`config.mk`:
```
export PLATFORM = sky130hd
export DESIGN_NAME = notify_rx
export DESIGN_NICKNAME = d
export VERILOG_FILES = /design/src/rtl/notify_rx_pkg.sv /design/src/rtl/nrx_line_filter.sv /design/src/rtl/nrx_bus_events.sv /design/src/rtl/nrx_frame_fsm.sv /design/src/rtl/nrx_regs.sv /design/src/rtl/notify_rx.sv
export SDC_FILE = /design/constraint.sdc
export NUM_CORES = 1
export LEC_CHECK = 0
export ABC_AREA = 1
export BUFFER_PORTS_ARGS = -buffer_cell sky130_fd_sc_hd__buf_2
export CORE_MARGIN = 4
export CORE_UTILIZATION = 55
export CTS_BUF_LIST = sky130_fd_sc_hd__clkbuf_2 sky130_fd_sc_hd__clkbuf_4 sky130_fd_sc_hd__clkbuf_8
export DETAILED_ROUTE_END_ITERATION = 8
export PLACE_DENSITY_LB_ADDON = 0.12
export SLEW_MARGIN = 10
export SYNTH_ARGS = -nofsm -noshare
export SYNTH_HDL_FRONTEND = slang
export SYNTH_SLANG_ARGS = --single-unit
export TNS_END_PERCENT = 30
```
`constraint.sdc`:
```
create_clock -name clk -period 1.9 [get_ports clk]
set_clock_uncertainty 0.2 [all_clocks]
set_input_delay 0.475 -clock clk [delete_from_list [all_inputs] [get_ports clk]]
set_output_delay 0.475 -clock clk [all_outputs]
set_load 0.005 [all_outputs]
```
`src/rtl/notify_rx_pkg.sv`:
```
package notify_rx_pkg;

    localparam int BYTE_W      = 8;
    localparam int ADDR_W      = 7;
    localparam int FRAME_BYTES = 4;
    localparam int BIT_CNT_W   = $clog2(BYTE_W + 1);
    localparam int BYTE_IDX_W  = $clog2(FRAME_BYTES);
    localparam int REG_OFS_W   = 2;

    localparam logic [ADDR_W-1:0] HOST_ADDR = 7'b0001000;

    localparam logic [REG_OFS_W-1:0] OFS_CTRL = 2'd0;
    localparam logic [REG_OFS_W-1:0] OFS_DEV  = 2'd1;
    localparam logic [REG_OFS_W-1:0] OFS_LO   = 2'd2;
    localparam logic [REG_OFS_W-1:0] OFS_HI   = 2'd3;

    typedef enum logic [2:0] {
        ST_IDLE,
        ST_SHIFT,
        ST_ACK,
        ST_HOLD,
        ST_IGNORE
    } rx_state_e;

    typedef struct packed {
        logic [ADDR_W-1:0] dev;
        logic [BYTE_W-1:0] lo;
        logic [BYTE_W-1:0] hi;
    } notify_rec_t;

    typedef struct packed {
        logic start;
        logic stop;
        logic scl_rise;
        logic scl_fall;
        logic sda;
    } bus_evt_t;

    function automatic logic host_addr_hit(input logic [BYTE_W-1:0] b);
        return b[BYTE_W-1:1] == HOST_ADDR;
    endfunction

endpackage

```
`src/rtl/nrx_line_filter.sv`:
```
module nrx_line_filter #(
    parameter int SYNC_STAGES = 2,
    parameter int FILT_CYC    = 3
) (
    input  logic clk,
    input  logic rst,
    input  logic raw,
    output logic clean
);
    localparam int CNT_W = $clog2(FILT_CYC + 1);

    logic [SYNC_STAGES-1:0] sync_q;
    logic [CNT_W-1:0]       cnt_q;
    logic                   synced;

    assign synced = sync_q[SYNC_STAGES-1];

    always_ff @(posedge clk) begin
        if (rst) begin
            sync_q <= '1;
            cnt_q  <= '0;
            clean  <= 1'b1;
        end else begin
            sync_q <= {sync_q[SYNC_STAGES-2:0], raw};
            if (synced != clean) begin
                if (cnt_q == CNT_W'(FILT_CYC - 1)) begin
                    clean <= synced;
                    cnt_q <= '0;
                end else begin
                    cnt_q <= cnt_q + 1'b1;
                end
            end else begin
                cnt_q <= '0;
            end
        end
    end
endmodule

```
`src/rtl/nrx_bus_events.sv`:
```
module nrx_bus_events
    import notify_rx_pkg::*;
(
    input  logic     clk,
    input  logic     rst,
    input  logic     scl,
    input  logic     sda,
    output bus_evt_t evt
);
    logic scl_prev_q;
    logic sda_prev_q;

    always_ff @(posedge clk) begin
        if (rst) begin
            scl_prev_q <= 1'b1;
            sda_prev_q <= 1'b1;
        end else begin
            scl_prev_q <= scl;
            sda_prev_q <= sda;
        end
    end

    always_comb begin
        evt.start    = scl_prev_q & scl & sda_prev_q & ~sda;
        evt.stop     = scl_prev_q & scl & ~sda_prev_q & sda;
        evt.scl_rise = ~scl_prev_q & scl;
        evt.scl_fall = scl_prev_q & ~scl;
        evt.sda      = sda;
    end
endmodule

```
`src/rtl/nrx_frame_fsm.sv`:
```
module nrx_frame_fsm
    import notify_rx_pkg::*;
(
    input  logic        clk,
    input  logic        rst,
    input  bus_evt_t    evt,
    input  logic        busy,
    output logic        drive_low,
    output logic        commit,
    output notify_rec_t work
);
    localparam logic [BYTE_IDX_W-1:0] LAST_IDX = BYTE_IDX_W'(FRAME_BYTES - 1);

    rx_state_e             state_q;
    logic [BIT_CNT_W-1:0]  bit_cnt_q;
    logic [BYTE_IDX_W-1:0] byte_idx_q;
    logic [BYTE_W-1:0]     shift_q;
    logic                  byte_full;

    assign byte_full = (bit_cnt_q == BIT_CNT_W'(BYTE_W));

    always_ff @(posedge clk) begin
        if (rst) begin
            state_q    <= ST_IDLE;
            bit_cnt_q  <= '0;
            byte_idx_q <= '0;
            shift_q    <= '0;
            work       <= '0;
            drive_low  <= 1'b0;
            commit     <= 1'b0;
        end else begin
            commit <= 1'b0;
            if (evt.start) begin
                state_q    <= ST_SHIFT;
                bit_cnt_q  <= '0;
                byte_idx_q <= '0;
                drive_low  <= 1'b0;
            end else if (evt.stop) begin
                commit    <= (state_q == ST_HOLD);
                state_q   <= ST_IDLE;
                drive_low <= 1'b0;
            end else begin
                unique case (state_q)
                    ST_SHIFT: begin
                        if (evt.scl_rise && !byte_full) begin
                            shift_q   <= {shift_q[BYTE_W-2:0], evt.sda};
                            bit_cnt_q <= bit_cnt_q + 1'b1;
                        end
                        if (evt.scl_fall && byte_full) begin
                            if (byte_idx_q == '0) begin
                                if (host_addr_hit(shift_q) && !busy) begin
                                    state_q   <= ST_ACK;
                                    drive_low <= 1'b1;
                                end else begin
                                    state_q <= ST_IGNORE;
                                end
                            end else begin
                                state_q   <= ST_ACK;
                                drive_low <= 1'b1;
                                if (byte_idx_q == BYTE_IDX_W'(1))
                                    work.dev <= shift_q[BYTE_W-1:1];
                                else if (byte_idx_q == BYTE_IDX_W'(2))
                                    work.lo <= shift_q;
                                else
                                    work.hi <= shift_q;
                            end
                        end
                    end
                    ST_ACK: begin
                        if (evt.scl_fall) begin
                            drive_low <= 1'b0;
                            bit_cnt_q <= '0;
                            if (byte_idx_q == LAST_IDX) begin
                                state_q <= ST_HOLD;
                            end else begin
                                byte_idx_q <= byte_idx_q + 1'b1;
                                state_q    <= ST_SHIFT;
                            end
                        end
                    end
                    default: ;
                endcase
            end
        end
    end
endmodule

```
`src/rtl/nrx_regs.sv`:
```
module nrx_regs
    import notify_rx_pkg::*;
(
    input  logic                 clk,
    input  logic                 rst,
    input  logic                 commit,
    input  notify_rec_t          work,
    input  logic [REG_OFS_W-1:0] reg_addr,
    input  logic                 reg_wr,
    input  logic [BYTE_W-1:0]    reg_wdata,
    output logic [BYTE_W-1:0]    reg_rdata,
    output logic                 status,
    output logic                 irq_en,
    output notify_rec_t          stored
);
    logic ctrl_wr;

    assign ctrl_wr = reg_wr && (reg_addr == OFS_CTRL);

    always_ff @(posedge clk) begin
        if (rst) begin
            status <= 1'b0;
            irq_en <= 1'b0;
            stored <= '0;
        end else begin
            if (commit) begin
                stored <= work;
                status <= 1'b1;
            end else if (ctrl_wr && reg_wdata[0]) begin
                status <= 1'b0;
            end
            if (ctrl_wr)
                irq_en <= reg_wdata[1];
        end
    end

    always_comb begin
        unique case (reg_addr)
            OFS_CTRL: reg_rdata = {{(BYTE_W-2){1'b0}}, irq_en, status};
            OFS_DEV:  reg_rdata = {1'b0, stored.dev};
            OFS_LO:   reg_rdata = stored.lo;
            default:  reg_rdata = stored.hi;
        endcase
    end
endmodule

```
`src/rtl/notify_rx.sv`:
```
module notify_rx
    import notify_rx_pkg::*;
#(
    parameter int SYNC_STAGES = 2,
    parameter int FILT_CYC    = 3
) (
    input  logic                 clk,
    input  logic                 rst,
    input  logic                 scl_i,
    input  logic                 sda_i,
    output logic                 sda_drive_low,
    input  logic [REG_OFS_W-1:0] reg_addr,
    input  logic                 reg_wr,
    input  logic [BYTE_W-1:0]    reg_wdata,
    output logic [BYTE_W-1:0]    reg_rdata,
    output logic                 irq
);
    localparam int LINES = 2;

    logic [LINES-1:0] raw_lines;
    logic [LINES-1:0] clean_lines;
    logic             scl_clean;
    logic             sda_clean;
    bus_evt_t         evt;
    logic             commit;
    notify_rec_t      frame_rec;
    notify_rec_t      stored_rec;
    logic             status_q;
    logic             irq_en_q;

    assign raw_lines = {scl_i, sda_i};

    for (genvar g = 0; g < LINES; g++) begin : gen_line
        nrx_line_filter #(
            .SYNC_STAGES(SYNC_STAGES),
            .FILT_CYC   (FILT_CYC)
        ) u_filt (
            .clk  (clk),
            .rst  (rst),
            .raw  (raw_lines[g]),
            .clean(clean_lines[g])
        );
    end

    assign scl_clean = clean_lines[1];
    assign sda_clean = clean_lines[0];

    nrx_bus_events u_evt (
        .clk(clk),
        .rst(rst),
        .scl(scl_clean),
        .sda(sda_clean),
        .evt(evt)
    );

    nrx_frame_fsm u_fsm (
        .clk      (clk),
        .rst      (rst),
        .evt      (evt),
        .busy     (status_q),
        .drive_low(sda_drive_low),
        .commit   (commit),
        .work     (frame_rec)
    );

    nrx_regs u_regs (
        .clk      (clk),
        .rst      (rst),
        .commit   (commit),
        .work     (frame_rec),
        .reg_addr (reg_addr),
        .reg_wr   (reg_wr),
        .reg_wdata(reg_wdata),
        .reg_rdata(reg_rdata),
        .status   (status_q),
        .irq_en   (irq_en_q),
        .stored   (stored_rec)
    );

    assign irq = status_q & irq_en_q;
endmodule

```
==> results of run 1 <==
per-layer routing:
metal,global-route usage [%],up-vias
met5,0,-
met4,9.35,0
met3,3.83,13
met2,29.8,42
met1,22.5,1198
li1,-,1428
layout make-up:
class	count	area (um^2)
repair buffers	24	148
well taps	72	90.1
clock buffers	11	151
clock inverters	1	7.51
multi-input cells	305	1450
inverters	40	158
flip-flops and latches	79	1580
fillers	553	2020
worst max path at each step:
stage	startpoint	endpoint	slack [ns]
finish	reg_addr[1]	reg_rdata[7]	0.1
global route	u_fsm.bit_cnt_q[0]	u_fsm.bit_cnt_q[1]	-0.01
CTS	reg_addr[0]	reg_rdata[5]	0.05
detailed placement	reg_addr[0]	reg_rdata[5]	0.05
global placement	reg_addr[0]	reg_rdata[5]	0.07
floorplan	reg_addr[0]	reg_rdata[0]	0.29
kinds of logic after synthesis:
| logic type | after synthesis | synth area share (%) |
|---|---|---|
| AOI/OAI and AO/OA | 83 | 12.9 |
| buffers and inverters | 52 | 6.57 |
| adders and majority gates | 8 | 3.09 |
| and+or+nand+nor | 214 | 28.5 |
| DFF | 79 | 48.9 |
through the flow:
stage	TNS [ns]	setup slack (ns)	power, mW
after floorplan	0	0.293	1.75
after global placement	0	0.0654	1.78
after CTS	0	0.0515	2.83
final	0	0.0993	2.81
after detailed placement	0	0.0527	1.78
after global routing	-0.0174	-0.0149	2.91
sequential cells by signal, summed over array words and instances, names as in the netlist:
| register | cells |
|---|---|
| gen_line.u_filt.clean | 2 |
| gen_line.u_filt.cnt_q | 4 |
| gen_line.u_filt.sync_q | 4 |
| u_evt.scl_prev_q | 1 |
| u_evt.sda_prev_q | 1 |
| u_fsm.bit_cnt_q | 4 |
| u_fsm.byte_idx_q | 2 |
| u_fsm.commit | 1 |
| u_fsm.drive_low | 1 |
| u_fsm.shift_q | 8 |
| u_fsm.state_q | 3 |
| u_fsm.work | 23 |
| u_regs.irq_en | 1 |
| u_regs.status | 1 |
| u_regs.stored | 23 |
power groups by stage:
| stage | sequential, mW | combinational (mW) | clock [mW] |
|---|---|---|---|
| 4_1_cts | 1.66 | 0.0790 | 1.08 |
| 3_5_place_dp | 1.70 | 0.0789 | 0 |
| 6_report | 1.66 | 0.0790 | 1.07 |
| 5_1_grt | 1.66 | 0.0897 | 1.15 |
| 3_3_place_gp | 1.70 | 0.0778 | 0 |
| 2_1_floorplan | 1.70 | 0.0512 | 0 |
synth_stat cells:
cell / instances / area [um^2]
nand2_2: 3 / 18.8
buf_6: 1 / 11.3
nand4_1: 3 / 18.8
nor2_1: 115 / 432
buf_2: 1 / 5.00
nor4_1: 1 / 6.26
a22o_1: 1 / 8.76
nor2_2: 3 / 18.8
inv_1: 35 / 131
o21ai_0: 58 / 290
or2_2: 4 / 25.0
nor2_4: 3 / 33.8
clkbuf_2: 1 / 5.00
nand2_4: 4 / 45.0
a21oi_1: 24 / 120
nand3_1: 18 / 90.1
nand3b_1: 1 / 7.51
nand2_1: 58 / 218
inv_4: 3 / 18.8
clkbuf_1: 9 / 33.8
dfxtp_1: 79 / 1580
inv_2: 2 / 7.51
ha_1: 8 / 100
nand3_2: 1 / 10.0
worst register-to-register path, delay by kind of cell (launching register included):
kind / cells / cell delay, ns
simple gates: 8 / 0.83
flops: 1 / 0.36
fa+ha+maj: 1 / 0.19
buf+inv: 1 / 0.08
repair_timing:
item,in CTS,in global routing
buffers inserted,0,2
resized for setup,0,5
setup endpoints to repair,0,30
==> flow_summary_export.csv, run 1 <==
group,metric,value,unit
timing,hold_viol_final,0,
worst_setup_path,cp.depth,5,
final_layout,stdcell_count,532,
status,status,"complete, no violations",
floorplanning,dieHeight,84.7,um
floorplanning,coreArea,0.00561,mm^2
worst_setup_path,reg2reg_from,"u_fsm.bit_cnt_q[0]",
final_layout,synthToLayoutAreaGrowth,10.8,%
clock_tree,cts_buffer_depth,2,
timing,period_minus_slack,1.80,ns
drt,wl_per_cell,11.6,um
flow_run,maxCapViolations,0,
floorplanning,start_util,57.7,%
timing,tightest_slew,0.709,ns
logic_synthesis,ys_seq_area_share,48.9,%
pwr,pwr-share-comb,2.8,%
clock_tree,cts.sinks,79,
clock_tree,path_clk_slew,0.07,ns
worst_setup_path,worstReg2RegEnd,"u_fsm.bit_cnt_q[3]",
drt,routed-wl-met3,229,um
pwr,power_density,783,mW/mm^2
final_layout,fin_area,0.00359,mm^2
clock_tree,cts_tree,"built",
drt,drt_iter0_markers,114,
worst_setup_path,crit_buf_inv,3,
logic_synthesis,yosysWarningCount,0,
timing,setup_viol,0,
final_layout,final_common_cell,"nor2_1",
worst_setup_path,worstPathRequired,1.22,ns
pwr,intPower,2.21,mW
logic_synthesis,synth_cells,436,
clock_tree,clk_latency,0.34,ns
timing,fmax,555,MHz
worst_setup_path,cp.arrival,1.13,ns
hold_path,hold_path_end,"gen_line[0].u_filt.sync_q[0]",
global_routing,grt_pass1_wl,10.5,mm
drt,highest_layer,"met4",
placed_design,dp_hpwl,4.35,mm
hold_path,hold_path_class,"input port to flop",
placed_design,place.port_buffers,18,
final_layout,drive_gt1_share,13.5,%
worst_setup_path,end_kind,"output pin",
drt,vias,2681,
floorplanning,rows,27,
global_routing,antenna_found_initial,0,
timing,holdWs,0.113,ns
pwr,pwr-share-clk,37.9,%
worst_setup_path,path_common_cell,"buf_2",
floorplanning,die_area,0.00718,mm^2
pwr,vdd_drop_max,0.000603,V
timing,slew_violations,0,
logic_synthesis,syn_nets,459,
worst_setup_path,start_kind,"input port",
worst_setup_path,cp_max_fo,8,
floorplanning,io-pin-count,25,
clock_tree,cts_root_buf,"clkbuf_8",
worst_setup_path,cp_top_family,"buffers and inverters",
logic_synthesis,syn_avg_cell_area,7.42,um^2
placed_design,placed_cells,518,
hold_path,whs_path_depth,2,
final_layout,final_nets,482,
worst_setup_path,crit_path_max_incr_delay,0.23,ns
drt,wl_met2,2.80,mm
final_layout,postLayoutCoreUtil,63.9,%
clock_tree,cts_max_level,3,
final_layout,antenna_cells,0,
timing,post-route-period-util,94.8,%
placed_design,place_area,0.00340,mm^2
hold_path,min_from,"sda_i",
timing,slew_headroom,52.7,%
global_routing,grt-ovfl-total,0,
worst_setup_path,crit_slowest_cell,"a22o_1",
clock_tree,holdBufCountCts,0,
global_routing,grt_usage,18.2,%
worst_setup_path,rrSetupSlack,0.15,ns
pwr,leakagePower,1.72,nW
drt,wl_met1,3.00,mm
worst_setup_path,cp_cell_sequence,"buf_2 -> nand2_1 -> inv_1 -> a22o_1 -> buf_2",
clock_tree,numCtsBuffers,9,
pwr,switchingPower,0.602,mW
floorplanning,die_w,84.7,um
drt,detail-route-antenna-nets,0,
global_routing,grt_pass1_vias,2400,
drt,via_per_inst,5.04,
logic_synthesis,ys_seq_elements,79,
logic_synthesis,synth_cell_types,24,
global_routing,grt_max_degree,55,
drt,firstDrtPassIters,4,
placed_design,gp_congestion,0.812,
final_layout,mostFrequentLayoutCells,"nor2_1, dfxtp_1, nand2_1",
drt,drt-total-wl,6.16,mm
pwr,sw_frac_of_total,21.4,%
drt,drc_errors,0,
pwr,seq_power_share,59.3,%
worst_setup_path,critPathKind,"input port to output pin",
logic_synthesis,synth.cell_area,0.00324,mm^2
worst_setup_path,reg2reg_depth,10,
(Power assumes the default switching activity.)
==> inputs of run 2 (changes only) <==
--- a/config.mk
+++ b/config.mk
@@ -8,7 +8,7 @@
 export ABC_AREA = 1
 export BUFFER_PORTS_ARGS = -buffer_cell sky130_fd_sc_hd__buf_2
 export CORE_MARGIN = 4
-export CORE_UTILIZATION = 55
+export CORE_UTILIZATION = 30
 export CTS_BUF_LIST = sky130_fd_sc_hd__clkbuf_2 sky130_fd_sc_hd__clkbuf_4 sky130_fd_sc_hd__clkbuf_8
 export DETAILED_ROUTE_END_ITERATION = 8
 export PLACE_DENSITY_LB_ADDON = 0.12
==> constraint.sdc (replaced) <==
create_clock -name clk -period 2.3 [get_ports clk]
set_clock_uncertainty 0.2 [all_clocks]
set_input_delay 0.575 -clock clk [delete_from_list [all_inputs] [get_ports clk]]
set_output_delay 0.575 -clock clk [all_outputs]
set_load 0.005 [all_outputs]
==> run 2 against run 1 <==
  * Sequential share of layout area decreased by 0.79 points
  * First-iteration DRC count rose by 21%
  * Register-to-register slack improved by 0.14 ns
  * Die area increased by 74%
  * Non-clock buffer count down 3
  * Total power shrank 14%
  * Largest power group unchanged
==> flow_summary_export.csv, run 2 (same netlist as run 1, synthesis figures left out) <==
group,metric,value,unit
status,status,"complete, no violations",
drt,via_per_inst,4.41,
pwr,power_density,664,mW/mm^2
drt,drt-total-wl,6.73,mm
hold_path,hold_path_end,"gen_line[0].u_filt.sync_q[0]",
clock_tree,cts.sinks,79,
timing,tns,0,ns
timing,post-route-period-util,91.3,%
floorplanning,coreArea,0.0104,mm^2
floorplanning,die_area,0.0125,mm^2
pwr,leakagePower,1.70,nW
timing,rsz0062_at_grt,"false",
placed_design,placed_cells,581,
timing,tightest_slew,0.771,ns
final_layout,final_common_cell,"nor2_1",
global_routing,grt_pass1_vias,2351,
clock_tree,cts_root_buf,"clkbuf_8",
worst_setup_path,worstPathRequired,1.52,ns
worst_setup_path,cp.arrival,1.33,ns
worst_setup_path,cp_max_fo,8,
placed_design,gp_congestion,0.746,
pwr,vdd_drop_max,0.000239,V
worst_setup_path,worstReg2RegEnd,"u_regs.stored[18]",
hold_path,min_from,"sda_i",
worst_setup_path,start_kind,"input port",
floorplanning,start_util,31.1,%
final_layout,antenna_cells,0,
floorplanning,rows,37,
global_routing,grt_pass1_wl,11.4,mm
final_layout,postLayoutCoreUtil,35.1,%
worst_setup_path,critPathKind,"input port to output pin",
floorplanning,dieHeight,112,um
clock_tree,cts_tree,"built",
final_layout,stdcell_count,597,
flow_run,maxCapViolations,0,
drt,vias,2634,
placed_design,place.port_buffers,18,
worst_setup_path,crit_path_max_incr_delay,0.23,ns
hold_path,hold_path_class,"input port to flop",
worst_setup_path,cp_cell_sequence,"buf_2 -> inv_1 -> nand2_1 -> inv_1 -> nand2_1 -> nand3_1 -> buf_2",
worst_setup_path,reg2reg_depth,3,
placed_design,dp_hpwl,4.78,mm
timing,fmax,476,MHz
clock_tree,clk_latency,0.36,ns
clock_tree,holdBufCountCts,0,
worst_setup_path,reg2reg_from,"u_fsm.commit",
clock_tree,cts_max_level,3,
global_routing,grt-ovfl-total,0,
clock_tree,numCtsBuffers,9,
final_layout,drive_gt1_share,13.0,%
drt,wl_per_cell,11.3,um
drt,firstDrtPassIters,4,
floorplanning,die_w,112,um
final_layout,largestRegisters,"u_fsm.work (23), u_regs.stored (23), u_fsm.shift_q (8)",
timing,period_minus_slack,2.10,ns
drt,detail-route-antenna-nets,0,
final_layout,synthToLayoutAreaGrowth,12.8,%
clock_tree,path_clk_slew,0.09,ns
global_routing,grt_max_degree,56,
clock_tree,ctsResizeCount,0,
timing,holdWs,0.192,ns
global_routing,grt_usage,11.3,%
worst_setup_path,rrSetupSlack,0.29,ns
timing,slew_headroom,48.5,%
worst_setup_path,crit_slowest_cell,"inv_1",
drt,drt_iter0_markers,138,
timing,setup_viol,0,
drt,drc_errors,0,
clock_tree,post-cts-setup-buffers,0,
worst_setup_path,end_kind,"output pin",
final_layout,final_nets,479,
timing,slew_violations,0,
clock_tree,cts_buffer_depth,2,
global_routing,antenna_found_initial,0,
floorplanning,io-pin-count,25,
hold_path,whs_path_depth,2,
final_layout,mostFrequentLayoutCells,"nor2_1, dfxtp_1, nand2_1, o21ai_0, inv_1",
timing,hold_viol_final,0,
==> run 2: cell count changes in the layout (fill, tap and decap cells not counted), sizes merged <==
cell and delta:
buf -3, clkbuf -2, clkinvlp +2, inv +4
==> run 2: routing by layer <==
metal | routed length (um) | track usage, % | up-vias
li1 | - | - | 1432
met1 | 3510 | 15.3 | 1168
met2 | 2920 | 17.1 | 25
met3 | 204 | 2.93 | 9
met4 | 97 | 4.38 | 0
met5 | 0 | 0 | -
==> run 2: stage by stage <==
| stage | total power [mW] | setup slack [ns] | instance area, um^2 |
|---|---|---|---|
| global placement | 1.47 | 0.220 | 3460 |
| CTS | 2.46 | 0.194 | 3650 |
| finish | 2.42 | 0.199 | 3650 |
| global route | 2.53 | 0.105 | 3650 |
| floorplan | 1.45 | 0.493 | 3240 |
| detailed placement | 1.47 | 0.197 | 3460 |
==> run 2: final cells by class <==
class	count	area (um^2)
multi-input cells	305	1440
fillers	1138	6770
clock inverters	7	62.6
clock buffers	9	124
well taps	136	170
repair buffers	21	113
flip-flops and latches	79	1580
inverters	40	158
==> run 2: critical path: cells and delay by family <==
kind	cells	cell delay [ns]
buffers and inverters	4	0.51
and+or+nand+nor	3	0.24
==> run 2: worst max-delay path by stage <==
stage / end / from
finish: reg_rdata[5] / reg_addr[0]
global route: u_regs.stored[11] / u_fsm.commit
CTS: reg_rdata[5] / reg_addr[0]
detailed placement: reg_rdata[5] / reg_addr[0]
global placement: reg_rdata[0] / reg_addr[0]
floorplan: reg_rdata[0] / reg_addr[0]
==> run 2: power breakdown <==
part / switching [mW] / internal, mW
Sequential: 0.00264 / 1.37
Clock: 0.573 / 0.414
Combinational: 0.0419 / 0.0219
==> inputs of run 3 (changes only) <==
--- a/config.mk
+++ b/config.mk
@@ -8,9 +8,10 @@
 export ABC_AREA = 1
 export BUFFER_PORTS_ARGS = -buffer_cell sky130_fd_sc_hd__buf_2
 export CORE_MARGIN = 4
-export CORE_UTILIZATION = 30
+export CORE_UTILIZATION = 63
 export CTS_BUF_LIST = sky130_fd_sc_hd__clkbuf_2 sky130_fd_sc_hd__clkbuf_4 sky130_fd_sc_hd__clkbuf_8
 export DETAILED_ROUTE_END_ITERATION = 8
+export GPL_ROUTABILITY_DRIVEN = 0
 export PLACE_DENSITY_LB_ADDON = 0.12
 export SLEW_MARGIN = 10
 export SYNTH_ARGS = -nofsm -noshare
==> run 3 against run 2 <==
  * Global-route usage grew 12 points
  * Sequential share of layout area grew 0.91 points
  * Hold slack gained 0.018 ns
  * Die area shrank 49%
  * Wire length down 3.4%
  * Cell area shrank 2.1%
  * Total power hardly changed
  * Critical endpoint is now reg_rdata[0]
  * Highest routed layer unchanged
==> flow_summary_export.csv, run 3 (same netlist as run 1, synthesis figures left out) <==
group,metric,value,unit
final_layout,multi_input_area,0.00144,mm^2
clock_tree,cts_tree,"built",
floorplanning,die_w,79.7,um
final_layout,seq_area,0.00158,mm^2
worst_setup_path,crit_buf_inv,2,
worst_setup_path,cp.arrival,1.28,ns
placed_design,placed_cells,512,
worst_setup_path,start_kind,"input port",
final_layout,stdcell_count,526,
global_routing,grt_max_degree,56,
timing,slew_violations,0,
drt,vias,2688,
floorplanning,die_area,0.00635,mm^2
global_routing,grt-ovfl-total,0,
floorplanning,rows,25,
clock_tree,clk_latency,0.34,ns
drt,drt_iter0_markers,149,
flow_run,maxCapViolations,0,
timing,hold_viol_final,0,
worst_setup_path,crit_path_max_incr_delay,0.28,ns
timing,fin_ws,0.243,ns
final_layout,final_common_cell,"nor2_1",
final_layout,final_nets,479,
worst_setup_path,cp_top_family,"simple AND/OR/NAND/NOR gates",
floorplanning,start_util,66.8,%
floorplanning,coreArea,0.00485,mm^2
global_routing,grt_pass1_vias,2610,
worst_setup_path,critPathKind,"input port to output pin",
clock_tree,cts_max_level,3,
worst_setup_path,end_kind,"output pin",
drt,detail-route-antenna-nets,0,
timing,post-route-period-util,89.4,%
global_routing,antenna_found_initial,0,
clock_tree,cts_root_buf,"clkbuf_8",
drt,via_per_inst,5.11,
global_routing,grt_pass1_wl,11.5,mm
final_layout,fillers,405,
drt,firstDrtPassIters,4,
timing,tightest_slew,0.745,ns
pwr,vdd_drop_max,0.000566,V
drt,drc_errors,0,
timing,rsz0062_at_grt,"false",
clock_tree,holdBufCountCts,0,
worst_setup_path,cp_cell_sequence,"buf_2 -> nor2_1 -> nand2_1 -> nand4_1 -> buf_2",
worst_setup_path,path_common_cell,"buf_2",
status,status,"complete, no violations",
pwr,total_power,2.43,mW
worst_setup_path,cp_max_fo,5,
timing,period_minus_slack,2.06,ns
placed_design,dp_hpwl,4.45,mm
placed_design,pre_cts_ws,0.227,ns
final_layout,drive_gt1_share,12.6,%
final_layout,antenna_cells,0,
hold_path,hold_path_class,"flop to flop",
clock_tree,cts_buffer_depth,2,
floorplanning,dieHeight,79.7,um
clock_tree,ctsResizeCount,0,
placed_design,place.port_buffers,18,
pwr,leakagePower,1.71,nW
timing,fmax,486,MHz
clock_tree,path_clk_slew,0.08,ns
pwr,power_density,678,mW/mm^2
worst_setup_path,worstPathRequired,1.52,ns
drt,drt-total-wl,6.50,mm
final_layout,mostFrequentLayoutCells,"nor2_1, dfxtp_1, nand2_1, o21ai_0, inv_1",
global_routing,grt_usage,23.2,%
worst_setup_path,crit_slowest_cell,"nor2_1",
final_layout,synthToLayoutAreaGrowth,10.5,%
clock_tree,post-cts-setup-buffers,0,
floorplanning,io-pin-count,25,
drt,wl_per_cell,12.4,um
timing,slew_headroom,50.3,%
clock_tree,numCtsBuffers,9,
clock_tree,cts.sinks,79,
timing,tns,0,ns
final_layout,largestRegisters,"u_fsm.work (23), u_regs.stored (23), u_fsm.shift_q (8)",
timing,holdWs,0.210,ns
timing,setup_viol,0,
[run 3: cell count changes in the layout (fill, tap and decap cells not counted), sizes merged]
cell | before | now
clkinv | 0 | 2
bufinv | 0 | 1
clkinvlp | 3 | 1
inv | 44 | 40
clkbuf | 9 | 10
[run 3: metrics by stage]
step	cell area, um^2	util, %
final	3580	73.8
after global routing	3580	73.8
after CTS	3580	73.8
after detailed placement	3390	69.9
after global placement	3390	69.9
after floorplan	3240	-
[run 3: path summary, 6_finish.rpt]
check / from / end / slack [ns] / depth (start not counted)
hold / removal: gen_line[0].u_filt.sync_q[0] / gen_line[0].u_filt.sync_q[1] / 0.21 / 1
setup / recovery: reg_addr[1] / reg_rdata[0] / 0.24 / 5
hold reg to reg: gen_line[0].u_filt.sync_q[0] / gen_line[0].u_filt.sync_q[1] / 0.21 / 1
setup reg to reg: u_fsm.byte_idx_q[0] / u_fsm.work[14] / 0.52 / 8
[run 3: layout make-up]
cell class                      count  area share (%)
Sequential cell                    79            44.2
Multi-Input combinational cell    305            40.3
Inverter                           40            4.41
Clock buffer                       10            3.85
Timing Repair Buffer               21            3.50
Tap cell                           67            2.34
Clock inverter                      4            1.33
[run 3: worst register-to-register path: cells and delay by family, from the launching register on]
| kind | cells | cell delay, ns |
|---|---|---|
| flip-flops | 1 | 0.36 |
| adder cells (fa/ha/maj) | 1 | 0.24 |
| buffers and inverters | 2 | 0.22 |
| AND/OR/NAND/NOR | 5 | 0.66 |
[run 3: where the power goes]
| part | internal [mW] | total, mW | switching, mW |
|---|---|---|---|
| Combinational | 0.0233 | 0.0646 | 0.0413 |
| Sequential | 1.37 | 1.37 | 0.00282 |
| Clock | 0.515 | 0.987 | 0.471 |
| Total | 1.91 | 2.43 | 0.516 |
[run 3: layer usage]
metal / vias to the layer above / share of wire [%] / global-route usage [%]
met3: 8 / 5.4 / 6.09
met2: 67 / 49 / 40.3
met4: 0 / 0.97 / 8.08
met1: 1187 / 44 / 27.6
li1: 1426 / - / -
met5: - / 0 / 0
